==> src/rtl/fcd_pkg.sv <==
package fcd_pkg;
  localparam int RATIO_W = 3;

  // how the rising-edge register and its falling-edge copy combine
  typedef enum logic [1:0] {SHP_A, SHP_B, SHP_AND, SHP_OR} shape_e;

  typedef struct packed {
    logic [RATIO_W-1:0] back;  // fast cycles before boundary where the rising-edge window opens
    logic [RATIO_W-1:0] fwd;   // fast cycles after boundary where it closes
    shape_e             shape;
  } pulse_cfg_t;

  function automatic shape_e clk_shape(input logic [RATIO_W-1:0] ratio);
    return ratio[0] ? SHP_OR : SHP_A;
  endfunction

  function automatic pulse_cfg_t pulse_cfg(input logic [RATIO_W-1:0] ratio,
                                           input logic long_sel);
    pulse_cfg_t c;
    if (long_sel) begin
      c.back  = (ratio + RATIO_W'(1)) >> 1;
      c.fwd   = ratio >> 1;
      c.shape = ratio[0] ? SHP_B : SHP_A;
    end else begin
      c.back = RATIO_W'(1);
      c.fwd  = (ratio > RATIO_W'(2)) ? RATIO_W'(1) : '0;
      case (ratio)
        RATIO_W'(2): c.shape = SHP_B;
        RATIO_W'(3): c.shape = SHP_AND;
        RATIO_W'(5): c.shape = SHP_OR;
        default:     c.shape = SHP_A;
      endcase
    end
    return c;
  endfunction
endpackage

==> src/rtl/fcd_sync_edge.sv <==
module fcd_sync_edge #(
  parameter int STAGES = 2
) (
  input  logic clk,
  input  logic rst,
  input  logic din,
  output logic rise
);
  localparam int PW = $clog2(STAGES + 2);
  localparam logic [PW-1:0] PRIMED = PW'(STAGES + 1);

  logic [STAGES:0] chain;
  logic [PW-1:0]   pcnt;

  // chain keeps shifting through reset so a tied level fills it
  always_ff @(posedge clk) chain <= {chain[STAGES-1:0], din};

  always_ff @(posedge clk) begin
    if (rst)                  pcnt <= '0;
    else if (pcnt != PRIMED)  pcnt <= pcnt + PW'(1);
  end

  assign rise = (pcnt == PRIMED) & chain[STAGES-1] & ~chain[STAGES];
endmodule

==> src/rtl/fcd_counters.sv <==
module fcd_counters
  import fcd_pkg::*;
#(
  parameter int FLEN_W = 10
) (
  input  logic               clk,
  input  logic               rst,
  input  logic [RATIO_W-1:0] ratio,
  input  logic [FLEN_W-1:0]  flen,
  input  logic               realign,
  output logic               run_q,
  output logic [RATIO_W-1:0] d_q,
  output logic [FLEN_W-1:0]  f_q,
  output logic               arm_q,
  output logic [RATIO_W-1:0] d_nx,
  output logic [FLEN_W-1:0]  f_nx,
  output logic               arm_nx
);
  localparam logic [RATIO_W-1:0] D_ONE = RATIO_W'(1);
  localparam logic [FLEN_W-1:0]  F_ONE = FLEN_W'(1);

  always_comb begin
    d_nx = d_q;
    f_nx = f_q;
    if (!run_q || realign) begin
      d_nx = '0;
      f_nx = '0;
    end else if (d_q >= ratio - D_ONE) begin
      d_nx = '0;
      f_nx = (f_q >= flen - F_ONE) ? '0 : f_q + F_ONE;
    end else begin
      d_nx = d_q + D_ONE;
    end
    arm_nx = arm_q | (f_nx == flen - F_ONE);
  end

  always_ff @(posedge clk) begin
    if (rst) begin
      run_q <= 1'b0;
      d_q   <= '0;
      f_q   <= '0;
      arm_q <= 1'b0;
    end else begin
      run_q <= 1'b1;
      d_q   <= d_nx;
      f_q   <= f_nx;
      arm_q <= arm_nx;
    end
  end
endmodule

==> src/rtl/fcd_shaper.sv <==
module fcd_shaper
  import fcd_pkg::*;
(
  input  logic   clk,
  input  logic   rst,
  input  shape_e shape,
  input  logic   a_nx,
  output logic   a_q,
  output logic   wave
);
  logic b_q;

  always_ff @(posedge clk) begin
    if (rst) a_q <= 1'b0;
    else     a_q <= a_nx;
  end

  // half-cycle delayed copy
  always_ff @(negedge clk) begin
    if (rst) b_q <= 1'b0;
    else     b_q <= a_q;
  end

  always_comb begin
    case (shape)
      SHP_B:   wave = b_q;
      SHP_AND: wave = a_q & b_q;
      SHP_OR:  wave = a_q | b_q;
      default: wave = a_q;
    endcase
  end
endmodule

==> src/rtl/frame_clk_divider.sv <==
module frame_clk_divider
  import fcd_pkg::*;
#(
  parameter int FLEN_W      = 10,
  parameter int SYNC_STAGES = 2
) (
  input  logic               clk,
  input  logic               rst,
  input  logic [RATIO_W-1:0] div_ratio,
  input  logic [FLEN_W-1:0]  frame_len,
  input  logic               pulse_long,
  input  logic               pulse_pol,
  input  logic               sync_in,
  output logic               clk1_out,
  output logic               fsync_out
);
  localparam int NWAVE = 2;  // 0: divided clock, 1: frame pulse
  localparam logic [FLEN_W-1:0] F_ONE = FLEN_W'(1);

  logic               sync_rise, realign, run_q, arm_q, arm_nx;
  logic [RATIO_W-1:0] div_cnt, d_nx;
  logic [FLEN_W-1:0]  frm_cnt, f_nx;
  pulse_cfg_t         pcfg;
  logic [NWAVE-1:0]   a_nx_v, a_q_v, wave_v;
  shape_e             shp_v [NWAVE];
  logic               clk_a, fs_a;

  fcd_sync_edge #(.STAGES(SYNC_STAGES)) u_sync (
    .clk (clk), .rst (rst), .din (sync_in), .rise (sync_rise)
  );

  assign realign = sync_rise & run_q;

  fcd_counters #(.FLEN_W(FLEN_W)) u_cnt (
    .clk (clk), .rst (rst), .ratio (div_ratio), .flen (frame_len),
    .realign (realign), .run_q (run_q), .d_q (div_cnt), .f_q (frm_cnt),
    .arm_q (arm_q), .d_nx (d_nx), .f_nx (f_nx), .arm_nx (arm_nx)
  );

  assign pcfg     = pulse_cfg(div_ratio, pulse_long);
  assign shp_v[0] = clk_shape(div_ratio);
  assign shp_v[1] = pcfg.shape;

  // rising-edge windows, loaded from the next counter state
  assign a_nx_v[0] = d_nx < (div_ratio >> 1);
  assign a_nx_v[1] = arm_nx &&
                     (((f_nx == '0) && (d_nx < pcfg.fwd)) ||
                      ((f_nx == frame_len - F_ONE) && (d_nx >= div_ratio - pcfg.back)));

  for (genvar gi = 0; gi < NWAVE; gi++) begin : g_shape
    fcd_shaper u_shp (
      .clk (clk), .rst (rst), .shape (shp_v[gi]), .a_nx (a_nx_v[gi]),
      .a_q (a_q_v[gi]), .wave (wave_v[gi])
    );
  end

  assign clk_a     = a_q_v[0];
  assign fs_a      = a_q_v[1];
  assign clk1_out  = wave_v[0];
  assign fsync_out = pulse_pol ? wave_v[1] : ~wave_v[1];
endmodule

==> config.mk <==
export PLATFORM = sky130hd
export DESIGN_NAME = frame_clk_divider
export DESIGN_NICKNAME = d
export VERILOG_FILES = /design/src/rtl/fcd_pkg.sv /design/src/rtl/fcd_sync_edge.sv /design/src/rtl/fcd_counters.sv /design/src/rtl/fcd_shaper.sv /design/src/rtl/frame_clk_divider.sv
export SDC_FILE = /design/constraint.sdc
export NUM_CORES = 1
export LEC_CHECK = 0
export BUFFER_PORTS_ARGS = -buffer_cell sky130_fd_sc_hd__buf_2
export CAP_MARGIN = 15
export CORE_UTILIZATION = 35
export CTS_BUF_LIST = sky130_fd_sc_hd__clkbuf_4
export CTS_CLUSTER_SIZE = 14
export DETAILED_ROUTE_END_ITERATION = 7
export GPL_TIMING_DRIVEN = 0
export PLACE_DENSITY = 0.66
export REMOVE_ABC_BUFFERS = 1
export SLEW_MARGIN = 20
export SYNTH_ARGS = -nofsm -noshare
export SYNTH_HDL_FRONTEND = slang
export SYNTH_SLANG_ARGS = --single-unit
==> constraint.sdc <==
create_clock -name clk -period 4.4 [get_ports clk]
set_clock_uncertainty 0.15 [all_clocks]
set_input_delay 1.32 -clock clk [delete_from_list [all_inputs] [get_ports clk]]
set_output_delay 1.32 -clock clk [all_outputs]
set_load 0.03 [all_outputs]
# After elaboration in Yosys (flattened, before gate mapping)
# Index checks and enable logic that the tools add are counted.
totals:
  inputBits: 18
  wordCells: 66
  out_inout_bits: 2
  reg_bits: 24
op_classes:
  n_addsub: 7
  muxes: 14
  reduce_logical: 7
  order_cmp: 6
  eq_ne: 12
  bitwise: 10
ops:
  columns: ["operator", "n"]
  rows:
  - ["10-bit 2-to-1 mux", 3]
  - ["10-bit by 1-bit adder with 10-bit output, second input constant", 1]
  - ["10-bit equality test", 1]
  - ["2-bit equality test, second input constant", 5]
  - ["10-bit greater-or-equal comparator", 1]
  - ["10-bit logical NOT", 1]
  - ["10-bit by 1-bit subtractor with 10-bit output, second input constant", 1]
  - ["7-bit 2-to-1 mux", 1]
  - ["3-bit by 1-bit adder with 3-bit output, second input constant", 2]
  - ["3-bit by 2-bit equality test with 1-bit output, second input constant", 2]
  - ["3-bit greater-or-equal comparator", 2]
  - ["3-bit 2-to-1 mux", 2]
  - ["1-bit one-hot mux with 3 select lines", 2]
  - ["2-bit one-hot mux with 3 select lines", 1]
  - ["1-bit AND", 5]
  - ["2-bit by 1-bit equality test with 1-bit output, second input constant", 2]
  - ["1-bit 2-to-1 mux", 4]
  - ["3-bit equality test, second input constant", 1]
  - ["3-bit by 2-bit greater-than comparator with 1-bit output, second input constant", 1]
  - ["1-bit logical AND", 3]
  - ["3-bit by 2-bit < comparator with 1-bit output", 1]
  - ["3-bit < comparator", 1]
  - ["1-bit bitwise OR", 3]
  - ["3-bit by 1-bit subtractor with 3-bit output, second input constant", 1]
  - ["other kinds (7)", 9]

# Logic depth before layout (Yosys ltp)
# Gate-level depths: netlist of the first run.
logic_depth:
  depth_word: 10
  mapped_depth: 15
  ltp_nobuf: 14

# By module
# A second synthesis of the first run with hierarchy kept.
hier_totals:
  hier_cells: 334
  area_unflattened_um2: 2650.0
by_module_without_submodules:
  columns: ["mod", "cells_per_inst", "area_per_inst_um2", "n_inst", "seq_area_each_um2"]
  rows:
  - ["fcd_counters", 208, 1636.6, 1, 300.3]
  - ["frame_clk_divider", 96, 709.4, 1, 0.0]
  - ["fcd_shaper", 9, 78.8, 2, 40.0]
  - ["fcd_sync_edge", 12, 146.4, 1, 100.1]

==> results by group, run 1 <==
Floorplanning
  – Core area: 5956 sq um
  – Initial Util: 0.3658
  – Io pins: 20
  – Chip width: 80.89 um
  – FP Rows: 28
  – Die ar.: 6543 sq um
  – Chip height: 80.89 um

Drt
  – Via count: 1875
  – DRT Pass-1 Iters: 6
  – DRC: 0
  – Final ANT Viol Nets: 0
  – Routed WL: 4594 um
  – Routed length per instance: 13.13 um
  – DR vias/cell: 5.357
  – Drt initial violations: 76

Synth
  – Synthesis Warnings: 0
  – Leading post-synthesis cells by cell area: dfxtp_1 22%, ha_1 15%, xnor2_1 4.8%
  – Post-synth ARST share: 0
  – Seq cells post-synth: 24
  – Top post-synthesis cells by count: 26 x ha_1, 25 x nor2_1, 24 x dfxtp_1
  – Top_reg_cell synth: dfxtp_1
  – Post-Syn Instances: 255
  – Mean post-synth cell area: 8.543 sq um
  – Synthesized area: 2178 sq um
  – Yosys top cell by area: dfxtp_1
  – Synth unique cells: 54
  – Sequential-to-total area share from yosys stat: 0.2206
  – EDFF count, synth: 0
  – Synth top area share: 0.2206
  – Count leader, synth: ha_1

Worst hold path
  – Worst Hold Launch: u_sync.chain[0]
  – HP Class: flip-flop to flip-flop
  – Hold endpoint: u_sync.chain[1]
  – Hold path cells: 0

Critical path
  – Crit Path Category: flip-flop to output pin
  – Internal reg-to-reg setup slack: 1430 ps
  – CP Max Fanout: 2
  – Worst setup EP type: output pin
  – Reg2reg path depth: 9
  – Setup crit start kind: flip-flop
  – Critical R2R Launch: u_cnt.d_q[2]
  – Critical Path AT: 3390 ps
  – RR Endpoint: g_shape[1].u_shp.a_q
  – Required time of the critical path: 2930 ps

Timing
  – Setup TNS Final: -685.8 ps
  – Worst Hold Slack: 193.3 ps
  – Slew Viols, Final: 0
  – Slew @ Worst Pin: 461.0 ps
  – Setup-failing EPs final: 2
  – RSZ-0062 raised after global routing: true
  – Hold Vio Cnt, Final: 0
  – Worst slew margin: 0.6916
  – PnR worst setup slack: -458.3 ps

Placement
  – Detailed Place HPWL: 3702 um
  – Number of I/O port buffers: 19
  – Final RePlAce weighted congestion: 0.8402
  – Dpl cell area: 2307 sq um

Global route
  – Pin count of the biggest net entering global routing: 16
  – Most used routing layer: met2
  – Vias in the first global route: 1707
  – M3 GR Usage: 0.008989
  – Met1 Resource Use GR: 0.1915
  – Global-route wire length before repair: 7659 um
  – Grt ovf: 0
  – Initial antenna violation count: 0
  – Total GRT Usage: 0.1506
  – Met2 usage: 0.2555

Clocking
  – Post-CTS Hold Buffers: 0
  – TritonCTS Sinks: 24
  – Root buf cell: clkbuf_4
  – Clk pin slew, worst setup/hold paths: 140 ps
  – Inserted Clock Buffers: 3
  – Clk buf depth: 2
  – Clk_lat worst skew: 320 ps
  – CTS tree: done
  – H-tree levels: 1

Cells and area
  – Nets: 321
  – Layout cells sized above 1: 0.2036
  – Ant diodes: 0
  – Synthesis-to-layout area growth: 14.01%
  – Design Area, Final: 2484 sq um

Power
  – Max VDD drop: 0.0001247 V
  – Pwr dens: 207.9 nW/um^2
  – Leakage power: 1.051 nW

Run status
  – Outcome: finished, violations left
  – Violated checks: setup timing

Run
  – MaxCap Viol Count: 0
-- flip-flops by register name (all words and copies together), names as in the netlist --
name / cells
u_cnt.f_q: 10
u_cnt.run_q: 1
u_cnt.arm_q: 1
g_shape.u_shp.a_q: 2
u_cnt.d_q: 3
u_sync.chain: 3
g_shape.u_shp.b_q: 2
u_sync.pcnt: 2
-- worst max-delay path by stage --
stage,startpoint,endpoint,slack (ps)
2_1_floorplan,g_shape[1].u_shp.b_q,fsync_out,-260
3_3_place_gp,frame_len[0],g_shape[1].u_shp.a_q,-810
3_5_place_dp,frame_len[0],g_shape[1].u_shp.a_q,-910
4_1_cts,g_shape[1].u_shp.b_q,fsync_out,-490
5_1_grt,g_shape[1].u_shp.b_q,fsync_out,-550
6_report,g_shape[1].u_shp.b_q,fsync_out,-460
-- report_power, final --
group	leakage (nW)	switching, mW	internal (mW)	total [mW]
registers	0.197	0.00615	0.228	0.234
logic	0.830	0.0968	0.0752	0.172
clock network	0.0246	0.0734	0.0371	0.111
total	1.05	0.176	0.340	0.516
-- per-layer routing --
metal / up-vias / part of all wire
met4: 0 / 0.021
met5: - / 0
met3: 9 / 0.029
li1: 958 / -
met1: 862 / 0.48
met2: 46 / 0.47
-- critical path: stages (launching register included) --
cell,delay [ps]
dfxtp_2,320
a21oi_2,50
nor2_2,130
xnor2_1,130
buf_4,180
-- layout by cell type, fill, tap and decap left out, drive strengths merged, types with 4 or more instances in the layout --
cell type  instances
nor3              10
o21ai             11
a2111oi            4
and2               5
ha                26
xor2               9
nor2              25
a21oi              8
dfxtp             24
nand3             10
nand4              9
mux2i              5
nand2             16
and3               6
inv               18
xnor2             12
a211oi             5
buf               23
-- final cells by class --
| class | count | area, sq um |
|---|---|---|
| fill | 605 | 3472 |
| multi-input combinational | 206 | 1670 |
| sequential | 24 | 481.7 |
| timing repair buffer | 23 | 140.1 |
| tap | 75 | 93.84 |
| inverter | 16 | 60.06 |
| clock buffer | 3 | 22.52 |
| clock inverter | 3 | 15.01 |
-- stage by stage --
step,utilization,std cells,power (mW),setup slack (ps)
after floorplan,-,247,0.3559,-256.1
after global routing,0.4170,350,0.5542,-550.0
after global placement,0.3874,341,0.3958,-805.7
after CTS,0.4057,350,0.5162,-493.5
after detailed placement,0.3874,341,0.3998,-906.5
final,0.4170,350,0.5163,-458.3
-- logic make-up after synthesis --
logic type,after synthesis,synth area share
AND/OR/NAND/NOR,103,0.2613
AO/OA/AOI/OAI,48,0.1723
adder cells (fa/ha/maj),27,0.1585
buffers and inverters,25,0.05686
flip-flops,24,0.2206
XOR/XNOR,23,0.1074
multiplexers,5,0.02298
-- timing repair --
item | CTS | global route
pin swaps | 7 | 13
endpoints found under the setup margin | 5 | 4
resized for setup | 9 | 12
cloned | 0 | 0
setup buffers | 4 | 0
No activity file was read; power rests on OpenSTA's default activity.
==> run 2, diff against run 1 <==
--- a/config.mk
+++ b/config.mk
@@ -5,14 +5,14 @@
 export SDC_FILE = /design/constraint.sdc
 export NUM_CORES = 1
 export LEC_CHECK = 0
-export BUFFER_PORTS_ARGS = -buffer_cell sky130_fd_sc_hd__buf_2
 export CAP_MARGIN = 15
-export CORE_UTILIZATION = 35
+export CORE_UTILIZATION = 40
 export CTS_BUF_LIST = sky130_fd_sc_hd__clkbuf_4
 export CTS_CLUSTER_SIZE = 14
 export DETAILED_ROUTE_END_ITERATION = 7
+export DONT_BUFFER_PORTS = 1
 export GPL_TIMING_DRIVEN = 0
-export PLACE_DENSITY = 0.66
+export PLACE_DENSITY = 0.68
 export REMOVE_ABC_BUFFERS = 1
 export SLEW_MARGIN = 20
 export SYNTH_ARGS = -nofsm -noshare
==> run 2 against run 1 <==
Net effect: the flow still finishes with violations (setup timing); global-route usage is 1.9 points higher; sequential share of layout area is 0.91 points higher; core utilization is 4.2 points higher; critical path depth is 1 lower; wire length hardly changed; worst setup slack better by 64 ps; count of clock-buffer cells in the layout stayed put; largest power group unchanged; highest routed layer unchanged.
==> results by group, run 2 (same netlist as run 1, synthesis figures left out) <==
Drt
  – Via count: 1815 (-3.2%)
  – Routed length per instance: 14.18 um (+8.0%)
  – DRT Pass-1 Iters: 4 (-2)
  – Drt initial violations: 61 (-20%)
  – Final ANT Viol Nets: 0 (unchanged)
  – DRC: 0 (unchanged)
  – Routed WL: 4595 um (about the same)
  – DR vias/cell: 5.602 (+4.6%)

Timing
  – Setup-failing EPs final: 2 (unchanged)
  – Slew Viols, Final: 0 (unchanged)
  – RSZ-0062 raised after global routing: true
  – Worst slew margin: 0.6807 (-0.01092)
  – Setup TNS Final: -550.4 ps (+135.3 ps)
  – PnR worst setup slack: -394.0 ps (+64.32 ps)
  – Slew @ Worst Pin: 477.4 ps (+16.32 ps)
  – Hold Vio Cnt, Final: 0 (unchanged)

Placement
  – Detailed Place HPWL: 3567 um (-3.7%)
  – Post-place setup slack: -711.0 ps (+195.5 ps)
  – Final RePlAce weighted congestion: 0.8681 (+3.3%)
  – Number of I/O port buffers: 0 (-19)

Clocking
  – Post-CTS Hold Buffers: 0 (unchanged)
  – Clk buf depth: 2 (unchanged)
  – Clk_lat worst skew: 310 ps (about the same)
  – H-tree levels: 1 (unchanged)
  – Clk pin slew, worst setup/hold paths: 130 ps (about the same)
  – TritonCTS Sinks: 24 (unchanged)
  – CTS tree: done
  – Inserted Clock Buffers: 3 (unchanged)
  – Root buf cell: clkbuf_4

Power
  – Max VDD drop: 0.0001047 V (-16%)
  – Sequential share of power: 0.427 (-0.026)
  – Net switching fraction of the power: 0.2899 (-0.05172)
  – Combinational share of power: 0.279 (-0.054)
  – Pwr dens: 231.1 nW/um^2 (+11%)
  – Design Power: 548.3 uW (+6.2%)
  – Switch Pwr: 159.0 uW (-9.9%)
  – Pint: 389.4 uW (+15%)
  – Clock share of power: 0.294 (+0.080)
  – Leakage power: 0.9763 nW (-7.1%)

Critical path
  – CP delay by family, top: flip-flops
  – Worst path max stage delay: 310 ps (about the same)
  – Crit Path Category: flip-flop to output pin
  – Critical Path AT: 3320 ps (-70 ps)
  – Critical R2R Launch: u_cnt.d_q[2]
  – CP Max Fanout: 2 (unchanged)
  – Worst setup EP type: output pin
  – Setup crit start kind: flip-flop
  – CP cell instances: nor2_1, nor2_2, xnor2_4
  – CP Launch Point: g_shape[1].u_shp.b_q
  – Required time of the critical path: 2930 ps (about the same)
  – Slowest CP cell: dfxtp_2
  – WP buf/inv: 0 (-1)

Global route
  – Grt ovf: 0 (unchanged)
  – Initial antenna violation count: 0 (unchanged)
  – Vias in the first global route: 1772 (+3.8%)
  – Pin count of the biggest net entering global routing: 16 (unchanged)
  – Total GRT Usage: 0.1693 (+0.01869)
  – Global-route wire length before repair: 7514 um (-1.9%)

Cells and area
  – Most common cell after layout, fill and taps aside: ha_1
  – Register Area: 481.7 sq um (unchanged)
  – Most frequent cells in the layout: 25 x ha_1, 24 x nor2_1, 23 x dfxtp_1
  – Max FFs per register: 10 (unchanged)
  – Layout cells sized above 1: 0.1339 (-0.06978)
  – Regs by FF count: u_cnt.f_q x10, u_cnt.d_q x3, u_sync.chain x3
  – Synthesis-to-layout area growth: 8.903%
  – Top reg by flops: u_cnt.f_q
  – Multi-input gate area: 1668 sq um (-0.15%)
  – Fillers: 507 (-16%)
  – Finished Core Util: 0.4586 (+0.04162)
  – Nets: 300 (-6.5%)
  – Ant diodes: 0 (unchanged)

Run status
  – Violated checks: setup timing
  – Outcome: finished, violations left

Run
  – MaxCap Viol Count: 0 (unchanged)

Floorplanning
  – Io pins: 20 (unchanged)
  – FP Rows: 26 (-7.1%)
  – Core area: 5172 sq um (-13%)
  – Die ar.: 5745 sq um (-12%)
  – Chip height: 75.80 um (-6.3%)
  – Initial Util: 0.4211 (+0.05539)
  – Chip width: 75.80 um (-6.3%)

Worst hold path
  – Worst Hold Launch: u_sync.chain[0]
  – HP Class: flip-flop to flip-flop
==> run 2: cell types whose count changed in the layout (fill, tap and decap cells not counted), sizes merged <==
cell	previous run	this run
buf	23	2
bufinv	0	1
clkinvlp	1	0
==> run 2: final cells by class <==
cell class,count,share of cell area
well taps,70,0.03692
multi-input cells,206,0.7031
flip-flops and latches,24,0.2031
repair buffers,2,0.006329
inverters,16,0.02532
clock inverters,3,0.01582
clock buffers,3,0.009494
==> run 2: path summary, 6_finish.rpt <==
| path | to | slack, ps | depth (start not counted) |
|---|---|---|---|
| worst max-delay path | fsync_out | -390 | 3 |
| worst min-delay path | u_sync.chain[1] | 200 | 0 |
| worst max register to register | g_shape[1].u_shp.a_q | 1280 | 9 |
| worst min register to register | u_sync.chain[1] | 200 | 0 |
==> run 2: layer usage <==
layer | GRT usage | wire, um
met4 | 0.04938 | 34
met2 | 0.3147 | 2292
met5 | 0 | 0
met3 | 0.009259 | 139
met1 | 0.2091 | 2129
==> run 2: through the flow <==
stage,cells,hold WS [ps],area (sq um)
global route,324,213.0,2372
detailed placement,317,172.3,2206
floorplan,247,159.6,2118
CTS,323,201.1,2318
finish,324,197.0,2372
global placement,317,163.3,2206
==> run 2: what timing repair did <==
action	in CTS	in global routing
setup endpoints to repair	4	4
buffers inserted	1	1
gates resized for setup	9	8
pin swaps	4	2
==> run 2: power by group through the flow <==
| stage | sequential [mW] | combinational [mW] | clock [mW] |
|---|---|---|---|
| after detailed placement | 0.239 | 0.140 | 0.00427 |
| after CTS | 0.234 | 0.146 | 0.167 |
| after global routing | 0.236 | 0.173 | 0.178 |
| after global placement | 0.238 | 0.136 | 0.00427 |
| final | 0.234 | 0.153 | 0.161 |
| after floorplan | 0.237 | 0.114 | 0.00427 |
==> run 3, diff against run 2 <==
--- a/config.mk
+++ b/config.mk
@@ -5,6 +5,7 @@
 export SDC_FILE = /design/constraint.sdc
 export NUM_CORES = 1
 export LEC_CHECK = 0
+export ABC_CLOCK_PERIOD_IN_PS = 4300
 export CAP_MARGIN = 15
 export CORE_UTILIZATION = 40
 export CTS_BUF_LIST = sky130_fd_sc_hd__clkbuf_4
==> constraint.sdc (replaced) <==
create_clock -name clk -period 4.3 [get_ports clk]
set_clock_uncertainty 0.15 [all_clocks]
set_input_delay 0.645 -clock clk [delete_from_list [all_inputs] [get_ports clk]]
set_output_delay 0.645 -clock clk [all_outputs]
set_load 0.03 [all_outputs]
==> run 3 against run 2 <==
Net effect: the run now ends clean; final cell count decreased by 0.62%; first-iteration DRC count increased by 4.9%; non-clock buffer count decreased by 2; largest cell class unchanged; critical path depth unchanged; register-to-register slack got worse by 280 ps; critical path type unchanged; count of clock-buffer cells in the layout unchanged; clock power increased by 2%; combinational power decreased by 6%; sequential share of layout area increased by 0.63 points; worst setup slack improved by 580 ps; sequential power increased by 2%; via count decreased by 0.88%.
==> results by group, run 3 (same netlist as run 1, synthesis figures left out) <==
Run status
  – Outcome: finished clean

Timing
  – PnR worst setup slack: 189.6 ps (+583.6 ps)
  – Setup TNS Final: 0 ps (+550.4 ps)
  – Hold Vio Cnt, Final: 0 (unchanged)
  – Slew @ Worst Pin: 729.3 ps (+251.9 ps)
  – Slew Viols, Final: 0 (unchanged)
  – RSZ-0062 raised after global routing: false
  – Worst slew margin: 0.5123 (-0.1684)
  – Setup-failing EPs final: 0 (-2)

Cells and area
  – Regs by FF count: u_cnt.f_q x10, u_cnt.d_q x3, u_sync.chain x3
  – Design Area, Final: 2295 sq um (-3.3%)
  – Finished Core Util: 0.4436 (-0.01500)
  – Ant diodes: 0 (unchanged)
  – Most common cell after layout, fill and taps aside: ha_1
  – Fillers: 516 (+1.8%)
  – Most frequent cells in the layout: 26 x ha_1, 24 x nor2_1, 24 x dfxtp_1
  – Layout cells sized above 1: 0.09524 (-0.03862)
  – Nets: 298 (-0.67%)
  – Synthesis-to-layout area growth: 5.342%
  – Max FFs per register: 10 (unchanged)
  – Top reg by flops: u_cnt.f_q

Floorplanning
  – FP Rows: 26 (unchanged)
  – Die ar.: 5745 sq um (unchanged)
  – Chip width: 75.80 um (unchanged)
  – Core area: 5172 sq um (unchanged)
  – Chip height: 75.80 um (unchanged)
  – Io pins: 20 (unchanged)
  – Initial Util: 0.4211 (unchanged)

Clocking
  – Root buf cell: clkbuf_4
  – TritonCTS Sinks: 24 (unchanged)
  – H-tree levels: 1 (unchanged)
  – Post-CTS Setup Bufs: 0 (-1)
  – Inserted Clock Buffers: 3 (unchanged)
  – CTS tree: done
  – Clk pin slew, worst setup/hold paths: 130 ps (about the same)
  – Clk_lat worst skew: 310 ps (about the same)
  – Clk buf depth: 2 (unchanged)

Placement
  – Detailed Place HPWL: 3567 um (unchanged)
  – Post-place setup slack: -136.0 ps (+575.0 ps)
  – Dpl cell area: 2206 sq um (unchanged)
  – Final RePlAce weighted congestion: 0.8681 (unchanged)
  – Number of I/O port buffers: 0 (unchanged)

Critical path
  – CP Max Fanout: 2 (unchanged)
  – Crit Path Category: flip-flop to output pin
  – Worst setup EP type: output pin
  – Internal reg-to-reg setup slack: 1000 ps (-280 ps)
  – CP Launch Point: g_shape[1].u_shp.b_q
  – Critical R2R Launch: u_cnt.d_q[0]
  – Required time of the critical path: 3500 ps (+570 ps)
  – Setup crit start kind: flip-flop
  – Critical Path AT: 3320 ps (about the same)

Power
  – Leakage power: 0.9498 nW (-2.7%)
  – Net switching fraction of the power: 0.2875 (-0.002382)
  – Pwr dens: 239.2 nW/um^2 (+3.5%)
  – Pint: 391.1 uW (+0.45%)
  – Switch Pwr: 157.8 uW (-0.71%)
  – Clock share of power: 0.301 (+0.007)
  – Combinational share of power: 0.263 (-0.016)
  – Sequential share of power: 0.436 (+0.009)
  – Max VDD drop: 0.0001107 V (+5.8%)

Run
  – MaxCap Viol Count: 0 (unchanged)

Global route
  – Grt ovf: 0 (unchanged)
  – Total GRT Usage: 0.1676 (-0.001660)
  – Vias in the first global route: 1753 (-1.1%)
  – Pin count of the biggest net entering global routing: 16 (unchanged)
  – Global-route wire length before repair: 7452 um (-0.83%)
  – Initial antenna violation count: 0 (unchanged)

Drt
  – Routed length per instance: 13.75 um (-3.1%)
  – Drt initial violations: 64 (+4.9%)
  – Routed WL: 4426 um (-3.7%)
  – DR vias/cell: 5.587 (-0.27%)
  – DRT Pass-1 Iters: 4 (unchanged)
  – DRC: 0 (unchanged)
  – Via count: 1799 (-0.88%)
  – Final ANT Viol Nets: 0 (unchanged)

Worst hold path
  – HP Class: flip-flop to flip-flop
  – Worst Hold Launch: u_sync.chain[0]
## run 3: cell types whose count changed in the layout (fill, tap and decap cells not counted), sizes merged
cell / change
buf: -2
## run 3: metal layers
| metal | track usage | part of all wire |
|---|---|---|
| met4 | 0.04527 | 0.0077 |
| met3 | 0.007937 | 0.047 |
| met1 | 0.2131 | 0.47 |
| met2 | 0.3068 | 0.48 |
| met5 | 0 | 0 |
## run 3: per-stage QoR
stage / power (mW) / hold WS, ps / std cells
after floorplan: 0.3642 / 159.6 / 247
after CTS: 0.5546 / 186.0 / 322
after global routing: 0.5886 / 170.3 / 322
final: 0.5489 / 197.0 / 322
after detailed placement: 0.3921 / 172.3 / 317
after global placement: 0.3877 / 163.3 / 317
## run 3: area by class of cell
cell class	instances	area (sq um)	area share
multi-input cells	206	1607	0.7001
clock buffers	3	22.52	0.009815
well taps	70	87.58	0.03817
inverters	16	60.06	0.02617
clock inverters	3	37.54	0.01636
flip-flops and latches	24	480.5	0.2094
## run 3: what timing repair did
action	CTS	global route
gates resized for setup	1	4
setup endpoints to repair	1	3
pin swaps	0	1
hold buffers	0	0
## run 3: critical path, cell delays in order, from the launching register on
cell and delay (ps):
dfxtp_1 330, a21oi_2 60, nor2_2 220, xnor2_4 200
## run 3: worst paths after layout
path / endpoint / cells after the start
setup / recovery: fsync_out / 3
hold / removal: u_sync.chain[1] / 0
setup reg to reg: g_shape[1].u_shp.a_q / 10
hold reg to reg: u_sync.chain[1] / 0
## run 3: power by group through the flow
stage                     Combinational (mW)  Clock, mW  Sequential (mW)
after floorplan                        0.117    0.00437            0.243
after global placement                 0.140    0.00437            0.244
after detailed placement               0.143    0.00437            0.244
after CTS                              0.144      0.171            0.239
after global routing                   0.166      0.182            0.241
final                                  0.144      0.165            0.239
